--- src/rtl/adc_reg_port.sv ---
module adc_reg_port #(
  parameter int RES_W = 24,
  parameter int SYNC  = 2
) (
  input  logic             clk,
  input  logic             rst_n,
  input  logic             cs_n,
  input  logic             sclk,
  input  logic             din,
  output logic             dout,
  output logic             dout_oe,
  input  logic [RES_W-1:0] result,
  input  logic             result_load,
  input  logic             result_clamped,
  output logic [7:0]       mode_q,
  output logic [1:0]       chan_sel,
  output logic             pipe_reset
);
  localparam int CW = $clog2(RES_W);
  localparam int PADW = RES_W - 8;

  typedef enum logic [1:0] {S_COMM, S_WR, S_RD, S_CRD} st_t;
  st_t st;

  logic [SYNC:0]    sck_s;
  logic [SYNC-1:0]  cs_s, din_s;
  logic [RES_W-1:0] sr, data_q;
  logic [CW-1:0]    cnt;
  logic [1:0]       rs_q;
  logic             long_q, rdy, err, drv, dbit;
  logic             cs_act, rise, fall, din_b, last, mode_wr;
  logic [7:0]       cb, status;

  assign cs_act  = ~cs_s[SYNC-1];
  assign rise    = cs_act & sck_s[SYNC-1] & ~sck_s[SYNC];
  assign fall    = cs_act & ~sck_s[SYNC-1] & sck_s[SYNC];
  assign din_b   = din_s[SYNC-1];
  assign cb      = {sr[6:0], din_b};
  assign last    = long_q ? (cnt == CW'(RES_W-1)) : (cnt == CW'(7));
  assign mode_wr = rise && st == S_WR && cnt == CW'(7) && rs_q == 2'b01;
  assign status  = {rdy, err, 4'b0011, cb[1:0]};
  assign dout    = drv ? dbit : rdy;
  assign dout_oe = cs_act;

  always_ff @(posedge clk or negedge rst_n) begin
    if (!rst_n) begin
      sck_s <= '1;
      cs_s  <= '1;
      din_s <= '0;
    end else begin
      sck_s <= {sck_s[SYNC-1:0], sclk};
      cs_s  <= {cs_s[SYNC-2:0], cs_n};
      din_s <= {din_s[SYNC-2:0], din};
    end
  end

  always_ff @(posedge clk or negedge rst_n) begin
    if (!rst_n) begin
      st         <= S_COMM;
      sr         <= '0;
      data_q     <= '0;
      cnt        <= '0;
      rs_q       <= 2'b00;
      long_q     <= 1'b0;
      rdy        <= 1'b1;
      err        <= 1'b0;
      drv        <= 1'b0;
      dbit       <= 1'b1;
      mode_q     <= 8'h02;
      chan_sel   <= 2'b00;
      pipe_reset <= 1'b0;
    end else begin
      pipe_reset <= mode_wr;
      if (!cs_act) begin
        st  <= S_COMM;
        cnt <= '0;
        drv <= 1'b0;
      end else if (fall) begin
        if (st == S_RD || (st == S_CRD && drv)) begin
          dbit <= sr[RES_W-1];
          sr   <= {sr[RES_W-2:0], 1'b0};
          drv  <= 1'b1;
        end else if (st == S_CRD && !rdy) begin
          dbit <= data_q[RES_W-1];
          sr   <= {data_q[RES_W-2:0], 1'b0};
          drv  <= 1'b1;
        end
      end else if (rise) begin
        case (st)
          S_COMM: begin
            cnt <= cnt + CW'(1);
            sr  <= {sr[RES_W-2:0], din_b};
            if (cnt == CW'(7)) begin
              cnt <= '0;
              if (!cb[7]) begin
                chan_sel <= cb[1:0];
                rs_q     <= cb[5:4];
                long_q   <= (cb[5:4] == 2'b11);
                if (cb[6]) begin
                  st <= (cb[5:4] == 2'b11 && cb[3]) ? S_CRD : S_RD;
                  case (cb[5:4])
                    2'b00:   sr <= {status, {PADW{1'b0}}};
                    2'b01:   sr <= {mode_q, {PADW{1'b0}}};
                    2'b10:   sr <= '0;
                    default: sr <= data_q;
                  endcase
                end else begin
                  st <= S_WR;
                end
              end
            end
          end
          S_WR: begin
            cnt <= cnt + CW'(1);
            sr  <= {sr[RES_W-2:0], din_b};
            if (cnt == CW'(7)) begin
              cnt <= '0;
              st  <= S_COMM;
              if (rs_q == 2'b01) begin
                mode_q <= {cb[7:6], 2'b00, cb[3:1], 1'b0};
                rdy    <= 1'b1;
                err    <= 1'b0;
              end
            end
          end
          S_RD: if (drv) begin
            cnt <= cnt + CW'(1);
            if (last) begin
              cnt <= '0;
              drv <= 1'b0;
              st  <= S_COMM;
              if (rs_q == 2'b11) rdy <= 1'b1;
            end
          end
          default: if (drv) begin
            cnt <= cnt + CW'(1);
            if (last) begin
              cnt <= '0;
              drv <= 1'b0;
              rdy <= 1'b1;
            end
          end
        endcase
      end
      if (result_load && !mode_wr) begin
        data_q <= result;
        rdy    <= 1'b0;
        err    <= result_clamped;
      end
    end
  end


  mode_rdy_chk: assert property (@(posedge clk) disable iff (!rst_n)
    mode_wr |=> (rdy && !err && pipe_reset));


  reset_pulse_chk: assert property (@(posedge clk) disable iff (!rst_n)
    pipe_reset |=> !pipe_reset);


  release_chk: assert property (@(posedge clk) disable iff (!rst_n)
    !cs_act |=> (!drv && st == S_COMM));


  load_chk: assert property (@(posedge clk) disable iff (!rst_n)
    (result_load && !mode_wr) |=> (!rdy && data_q == $past(result)));


  stream_once_chk: assert property (@(posedge clk) disable iff (!rst_n)
    (st == S_CRD && $rose(drv)) |-> $past(!rdy));
endmodule

--- config.mk ---
export PLATFORM = sky130hd
export DESIGN_NAME = adc_reg_port
export DESIGN_NICKNAME = d
export VERILOG_FILES = /design/src/rtl/adc_reg_port.sv
export SDC_FILE = /design/constraint.sdc
export NUM_CORES = 1
export LEC_CHECK = 0
export CORE_MARGIN = 1
export CORE_UTILIZATION = 37
export DETAILED_ROUTE_END_ITERATION = 8
export HOLD_SLACK_MARGIN = 0.02
export PLACE_DENSITY = 0.61
export SLEW_MARGIN = 25
export SYNTH_ARGS = -nofsm -noshare
export SYNTH_HDL_FRONTEND = slang
export SYNTH_SLANG_ARGS = --single-unit
--- constraint.sdc ---
create_clock -name clk -period 6.3 [get_ports clk]
set_clock_uncertainty 0.2 [all_clocks]
set_input_delay 1.89 -clock clk [delete_from_list [all_inputs] [get_ports clk]]
set_output_delay 1.89 -clock clk [all_outputs]
set_load 0.01 [all_outputs]
## Yosys cells after proc, flatten, opt, wreduce, memory -nomap -nowiden

Cells that the tools add are included.

| word-level totals | value |
|---|---|
| register bits | 77 |
| input bits | 31 |
| output and inout bits | 13 |
| word-level logic and storage cells | 146 |

| operators by class | value |
|---|---|
| $add $sub $neg | 1 |
| equality and inequality tests | 27 |
| mux-type cells | 58 |
| bitwise operators | 9 |
| reductions and logical operators | 35 |

Operator list:

| operator | number |
|---|---|
| 24-bit 2-to-1 mux | 7 |
| 24-bit case mux with 3 select lines | 1 |
| 24-bit case mux with 2 select lines | 1 |
| 5-bit 2-to-1 mux | 7 |
| 1-bit 2-to-1 mux | 31 |
| 2-bit 2-to-1 mux | 9 |
| 6-bit AND reduction | 3 |
| 3-bit by 1-bit != test with 1-bit output, second input constant | 5 |
| 3-bit nonzero test | 5 |
| 2-bit nonzero test | 7 |
| 3-bit != test, second input constant | 4 |
| 11-bit AND reduction | 1 |
| 2-bit == test, second input constant | 5 |
| 3-bit by 2-bit != test with 1-bit output, second input constant | 3 |
| 3-bit AND reduction | 3 |
| 8-bit AND reduction | 1 |
| 1-bit logical AND | 7 |
| 2-bit by 1-bit == test with 1-bit output, second input constant | 3 |
| 2-bit case mux with 3 select lines | 1 |
| 5-bit by 1-bit adder with 5-bit output, second input constant | 1 |
| 5-bit by 3-bit == test with 1-bit output, second input constant | 1 |
| 5-bit == test, second input constant | 1 |
| 1-bit inverter | 5 |
| 1-bit bitwise AND | 4 |
| other kinds (10) | 14 |

## Depth between registers and ports, before layout

Gate-level depths: netlist (run 1).

| depth | value |
|---|---|
| depth in word-level cells | 10 |
| depth in mapped cells | 9 |

## Least setup slack after synthesis (run 1)

OpenSTA, ideal clock, no wires.

| path | value |
|---|---|
| path kind | flip-flop to output port |
| start | reg cs_s[1] |
| end | out dout_oe |
| arrival time | 0.776 ns |
| setup slack | 3.434 ns |
| stages on the path, launching flop included | 3 |
| cells stage by stage | dfstp_2 buf_2 inv_1 |

| between the ends | value |
|---|---|
| longest elaborated chain between the ends | 1 |

Ends and longest elaborated chain:

| element | line | text |
|---|---|---|
| from (decl) | 26 | `logic [SYNC-1:0] cs_s, din_s;` |
| from (signal assigned) | 52 | `cs_s <= {cs_s[SYNC-2:0], cs_n};` |
| 1-bit inverter (no source line) | n/a |  |
| to (decl) | 11 | `output logic dout_oe,` |

Every way passes these cells.

## Worst setup path after layout (run 1)

| path | value |
|---|---|
| start | reg drv |
| end | out dout |

| between the ends | value |
|---|---|
| longest elaborated chain between the ends | 1 |

Ends and longest elaborated chain:

| element | line | text |
|---|---|---|
| from (decl) | 30 | `logic long_q, rdy, err, drv, dbit;` |
| from (signal assigned) | 67 | `drv <= 1'b0;` |
| from (signal assigned) | 77 | `drv <= 1'b0;` |
| from (signal assigned) | 82 | `drv <= 1'b1;` |
| 1-bit 2-to-1 mux | 42 | `assign dout = drv ? dbit : rdy;` |
| to (decl) | 10 | `output logic dout,` |

Every way passes these cells.

==> metrics.md, run 1 <==
| Metric | Value |
|---|---|
| Worst-Skew Late Latency | 0.35 ns |
| Tmin final | 3.76 ns |
| Relative slew slack | 34.9% |
| Yosys reg bits | 77 |
| Final worst setup slack | 2.54 ns |
| Sequential share of power | 51.4% |
| Final Hold Viols | 0 |
| Initial antenna violation count | 0 |
| Setup TNS | 0 ns |
| Worst Path Max Fanout | 10 |
| Ant. Diodes | 0 |
| # H-tree levels | 3 |
| Post-CTS Resized | 0 |
| Leakage | 2.00 nW |
| Initial core utilization | 38.7% |
| Final worst path period share | 59.7% |
| Tot Pwr | 1.21 mW |
| Fill cells | 967 |
| Synth Flop Type | dfrtp_1 |
| Grt ovf | 0 |
| Number of flops mapped to enable cells by yosys | 0 |
| Seq/Total Area, Yosys | 50.5% |
| Setup bufs post-CTS | 0 |
| Area delta synth->final | 19.2% |
| Critical path class | reg -> out |
| Final core utilization | 46.1% |
| DRC | 0 |
| # IOs | 44 |
| Max-slew violation count | 0 |
| Setup violations, final | 0 |
| First-pass GRT wire length | 14,800 um |
| Final Instance Area | 4570 um2 |
| Worst slew pin tran | 0.970 ns |
| GPL Wtd Cong | 0.786 |
| Area share of the largest cell type after synthesis | 45.1% |
| Post-Synthesis Cells | 359 |
| CTS Buffer Depth | 2 |
| CP Capture Type | output port |
| VDD IR max | 131 uV |
| Placed insts | 517 |
| Vias per inst | 5.47 |
| Number of global-route vias before repair | 2,798 |
| Hold Path Class | reg -> reg |
| WL/cell | 16.2 um |
| Outcome | finished clean |
| Area after DPL | 4330 um2 |
| Vias | 2,918 |
| Routed wire length | 8660 um |
| First-pass DRT Iterations | 5 |
| Nets@finish | 431 |
| CTS Hold Bufs | 0 |
| Share of layout cells above drive strength 1 | 18.0% |
| Worst-path clk slew | 0.08 ns |
| Post-synth ARST share | 100% |
| Ys Warns | 0 |
| Clock power frac | 35.4% |
| Die Area | 10,800 um2 |
| Hold WS | 0.150 ns |
| PD cells | 264 nW/um2 |
| Top area cells in the synthesized netlist | dfrtp_1 (45%), mux2_2 (10%), dfstp_2 (5.5%), nand2_1 (4.8%), a21oi_1 (3.5%) |
| Max-cap violation count | 0 |
| Synth Area per Inst | 10.7 um2 |
| Data required, critical path | 4.21 ns |
| Post-DP HPWL | 5770 um |
| Drt first-iter violations | 154 |
| Switching Share | 27.0% |
| Distinct cells, synth | 55 |
| Critical Path AT | 1.67 ns |
| Clock sink count | 77 |
| Global-route usage over all layers | 17.2% |
| Non-filler instance count after layout | 533 |
| TritonCTS clock tree | built |
| Sw Pwr | 326 uW |
| Row cnt | 36 |
| Crit start category | register |
| Die height | 104 um |
| RSZ-0062 raised after global routing | no |
| Clk root buf | clkbuf_8 |
| P_int | 882 uW |
| Largest net degree at the start of global routing | 78 |
| Mapped Area | 3830 um2 |
| Combinational share of power | 13.3% |
| Max frequency | 266 MHz |
| Core Region | 9910 um2 |
| IO buf count | 40 |
| Final antenna-violating net count | 0 |
| CTS Buf Count | 9 |
| Horiz. Die Dim | 104 um |
| Placement Setup Slack | 2.64 ns |
| Most area-hungry cell type in the Yosys netlist | dfrtp_1 |
## flip-flops by register name (all words and copies together) (netlist names)
register    flops
dbit            1
rdy             1
long_q          1
st              2
data_q         24
mode_q          5
cnt             5
pipe_reset      1
rs_q            2
chan_sel        2
cs_s            2
drv             1
din_s           2
err             1
sr             24
sck_s           3
## worst max-delay path, stage by stage (launching register included)
cell and delay [ns]:
dfrtp_1 0.49, nand2b_1 0.23, nand2_1 0.08, clkdlybuf4s50_1 0.54
## area by class of cell
class | count | area [um2] | share of cell area [%]
Multi-Input combinational cell | 255 | 1770 | 38.7
Sequential cell | 77 | 1940 | 42.4
Clock inverter | 5 | 82.6 | 1.81
Timing Repair Buffer | 44 | 432 | 9.45
Tap cell | 133 | 166 | 3.64
Clock buffer | 11 | 151 | 3.31
Inverter | 8 | 30.0 | 0.657
## path summary, 6_finish.rpt
kind,to,startpoint,cells past startpoint,slack (ns)
min in group asynchronous,data_q[11]$_DFFE_PN0N_,rst_n,1,1.37
min,cs_s[1]$_DFF_PN1_,cs_s[0]$_DFF_PN1_,0,0.15
max in group asynchronous,chan_sel[0]$_DFFE_PN0P_,rst_n,1,4.05
max,dout,drv$_DFFE_PN0P_,3,2.54
max reg2reg,sr[16]$_DFFE_PN0P_,st[1]$_DFFE_PN0P_,6,3.31
min reg2reg,cs_s[1]$_DFF_PN1_,cs_s[0]$_DFF_PN1_,0,0.15
## layer usage
metal  up-vias  part of all wire (%)  GRT usage (%)
li1       1384                     -              -
met1      1445                    49           25.7
met3         7                   4.9           3.15
met5         -                     0              0
met2        82                    45           25.0
met4         0                   1.1           5.41
## power by group through the flow
stage | logic [mW] | registers (mW) | clock network, mW
after floorplan | 0.127 | 0.594 | 0
after global placement | 0.157 | 0.625 | 0
after detailed placement | 0.162 | 0.627 | 0
after CTS | 0.162 | 0.618 | 0.441
after global routing | 0.182 | 0.629 | 0.463
final | 0.161 | 0.620 | 0.427
## cells in the final DEF (no fill, tap or decap), drive strengths merged, types with 3 or more instances in the layout
| cell | instances |
|---|---|
| ha | 5 |
| conb | 3 |
| o21ai | 17 |
| nand3 | 6 |
| o31ai | 3 |
| nor2 | 20 |
| nand2 | 50 |
| mux2 | 34 |
| and2 | 4 |
| clkdlybuf4s50 | 39 |
| clkinv | 4 |
| a211o | 3 |
| mux2i | 13 |
| a21oi | 27 |
| o21a | 3 |
| o221ai | 9 |
| dfstp | 8 |
| and3 | 7 |
| buf | 5 |
| nand2b | 3 |
| a221oi | 9 |
| clkbuf | 11 |
| dfrtp | 69 |
| inv | 7 |
| nor3 | 4 |
## Yosys cell counts (all sizes together), types with 4 or more instances
cell,number
a21oi,27
a221oi,9
and2,4
and3,7
buf,14
clkbuf,7
dfrtp,69
dfstp,8
ha,5
inv,7
mux2,34
mux2i,13
nand2,50
nand3,6
nor2,20
nor3,4
o21ai,17
o221ai,9
## cell families after synthesis
logic type               share of synthesized area (%)
multiplexers                                      13.4
other                                           0.0978
XOR/XNOR                                         0.229
flip-flops                                        50.5
AND/OR/NAND/NOR                                   13.8
buffers and inverters                             3.69
adder cells (fa/ha/maj)                           1.63
AO/OA/AOI/OAI                                     16.7
Power figures use the tool's default switching activity.
==> run 2: changes to the inputs <==
--- a/config.mk
+++ b/config.mk
@@ -9,7 +9,7 @@
 export CORE_UTILIZATION = 37
 export DETAILED_ROUTE_END_ITERATION = 8
 export HOLD_SLACK_MARGIN = 0.02
-export PLACE_DENSITY = 0.61
+export PLACE_DENSITY = 0.63
 export SLEW_MARGIN = 25
 export SYNTH_ARGS = -nofsm -noshare
 export SYNTH_HDL_FRONTEND = slang
==> constraint.sdc (replaced) <==
create_clock -name clk -period 3.3 [get_ports clk]
set_clock_uncertainty 0.2 [all_clocks]
set_input_delay 0.99 -clock clk [delete_from_list [all_inputs] [get_ports clk]]
set_output_delay 0.99 -clock clk [all_outputs]
set_load 0.01 [all_outputs]
==> run 2 against run 1 <==
- wire length grew 0.65%
- core utilization grew 0.076 points
- cell area grew 0.16%
- critical path type unchanged
==> metrics.md, run 2 (synthesized netlist as in run 1, its figures left out) <==
| Metric | Value |
|---|---|
| Outcome | finished clean |
| Reg2reg start | cnt[0]$_DFFE_PN0P_ |
| Final Hold Viols | 0 (unchanged) |
| FF-to-FF path depth | 5 (-1) |
| Wl on met1 | 4070 um (-4.7%) |
| Final worst path period share | 87.0% |
| Share of layout cells above drive strength 1 | 18.5% (+0.52 points) |
| Vias per inst | 5.42 (-0.96%) |
| Hold Path Class | reg -> reg |
| Crit start category | register |
| Register Area | 1940 um2 (unchanged) |
| First-pass DRT Iterations | 4 (-1) |
| Number of global-route vias before repair | 2,859 (+2.2%) |
| Initial core utilization | 38.7% (unchanged) |
| Routed wire length | 8710 um (+0.65%) |
| Tmin final | 2.87 ns |
| Setup violations, final | 0 (unchanged) |
| Leakage | 2.01 nW (+0.16%) |
| Most frequent cells in the layout | dfrtp_1 (69), nand2_1 (49), clkdlybuf4s50_1 (39) |
| Clock sink count | 77 (unchanged) |
| Critical path class | reg -> out |
| Max-cap violation count | 0 (unchanged) |
| Die Area | 10,800 um2 (unchanged) |
| Clk root buf | clkbuf_8 |
| VDD IR max | 205 uV (+56%) |
| # IOs | 44 (unchanged) |
| Setup crit end | dout |
| Nets@finish | 436 (+1.2%) |
| CTS Hold Bufs | 0 (unchanged) |
| Setup TNS | 0 ns (unchanged) |
| Fill cells | 965 (-0.21%) |
| DRC | 0 (unchanged) |
| Final antenna-violating net count | 0 (unchanged) |
| Setup bufs post-CTS | 0 (unchanged) |
| Grt ovf | 0 (unchanged) |
| Global-route usage over all layers | 17.4% (+0.18 points) |
| Initial antenna violation count | 0 (unchanged) |
| Worst r2r dst | data_q[3]$_DFFE_PN0N_ |
| Worst-Skew Late Latency | 0.36 ns (about the same) |
| IO buf count | 40 (unchanged) |
| Met3 WL post-DR | 580 um (+37%) |
| Max frequency | 348 MHz |
| CP startpoint | drv$_DFFE_PN0P_ |
| Worst Path Max Fanout | 10 (unchanged) |
| Post-DP HPWL | 5960 um (+3.3%) |
| PD cells | 487 nW/um2 (+84%) |
| Drt first-iter violations | 161 (+4.5%) |
| Worst slew pin tran | 0.758 ns (-0.212 ns) |
| Worst-path clk slew | 0.08 ns (about the same) |
| Hold WS | 0.151 ns (+0.000690 ns) |
| CTS Buf Count | 9 (unchanged) |
| CTS Buffer Depth | 2 (unchanged) |
| Data required, critical path | 2.11 ns (-2.10 ns) |
| Core Region | 9910 um2 (unchanged) |
| TritonCTS clock tree | built |
| Commonest non-fill, non-tap cell in the layout | dfrtp_1 |
| Critical Path AT | 1.68 ns (about the same) |
| Top sig layer | met4 |
| Met2 wire len | 3890 um (+0.39%) |
| RSZ-0062 raised after global routing | no |
| GPL Wtd Cong | 0.835 (+6.3%) |
| Area occupied by multi-input gates | 1760 um2 (-0.42%) |
| Horiz. Die Dim | 104 um (unchanged) |
| FF-to-FF setup slack | 0.72 ns (-2.59 ns) |
| Post-CTS Resized | 0 (unchanged) |
| # H-tree levels | 3 (unchanged) |
| Vias | 2,917 (-0.034%) |
| Ant. Diodes | 0 (unchanged) |
| Max-slew violation count | 0 (unchanged) |
| Die height | 104 um (unchanged) |
| First-pass GRT wire length | 14,600 um (-1.1%) |
| Relative slew slack | 49.2% (+14 points) |
| Row cnt | 36 (unchanged) |
| CP Capture Type | output port |
| WL/cell | 16.2 um (-0.29%) |
| Top Registers | data_q: 24 flops, sr: 24 flops |
| Area delta synth->final | 19.4% |
| Largest net degree at the start of global routing | 41 (-47%) |
[run 2: critical path, stage by stage, from the launching register on]
cell and delay [ns]:
dfrtp_1 0.48, nand2b_1 0.23, nand2_1 0.08, clkdlybuf4s50_1 0.54
[run 2: worst min-delay path by stage]
| stage | startpoint | end | cells past startpoint | slack [ns] |
|---|---|---|---|---|
| 2_1_floorplan | din_s[0]$_DFF_PN0_ | din_s[1]$_DFF_PN0_ | 0 | 0.13 |
| 3_3_place_gp | din_s[0]$_DFF_PN0_ | din_s[1]$_DFF_PN0_ | 0 | 0.14 |
| 3_5_place_dp | din_s[0]$_DFF_PN0_ | din_s[1]$_DFF_PN0_ | 0 | 0.14 |
| 4_1_cts | din_s[0]$_DFF_PN0_ | din_s[1]$_DFF_PN0_ | 0 | 0.15 |
| 5_1_grt | cs_s[0]$_DFF_PN1_ | cs_s[1]$_DFF_PN1_ | 0 | 0.16 |
| 6_report | din_s[0]$_DFF_PN0_ | din_s[1]$_DFF_PN0_ | 0 | 0.15 |
[run 2: where the power goes]
group	switching, mW	internal (mW)	total, mW
sequential	0.124	1.06	1.18
clock	0.342	0.392	0.734
combinational	0.152	0.162	0.314
[run 2: through the flow]
step / instances / total power, mW / area [um2] / setup WS, ns / util, %
global placement: 522 / 1.50 / 4370 / 0.590 / 44.1
CTS: 538 / 2.24 / 4580 / 0.419 / 46.2
finish: 538 / 2.23 / 4580 / 0.430 / 46.2
floorplan: 361 / 1.38 / 3840 / 1.09 / -
detailed placement: 522 / 1.51 / 4370 / 0.562 / 44.1
global route: 538 / 2.35 / 4580 / 0.357 / 46.2
[run 2: metal layers]
metal / global-route usage (%) / vias to the layer above
li1: - / 1390
met1: 23.5 / 1416
met2: 26.1 / 97
met3: 4.28 / 14
met4: 8.06 / 0
met5: 0 / -
[run 2: area by class of cell]
class | count | area share (%)
clock buffer | 13 | 3.47
clock inverter | 3 | 0.957
inverter | 8 | 0.656
multi-input combinational | 255 | 38.5
sequential | 77 | 42.3
tap | 133 | 3.64
timing repair buffer | 49 | 10.4
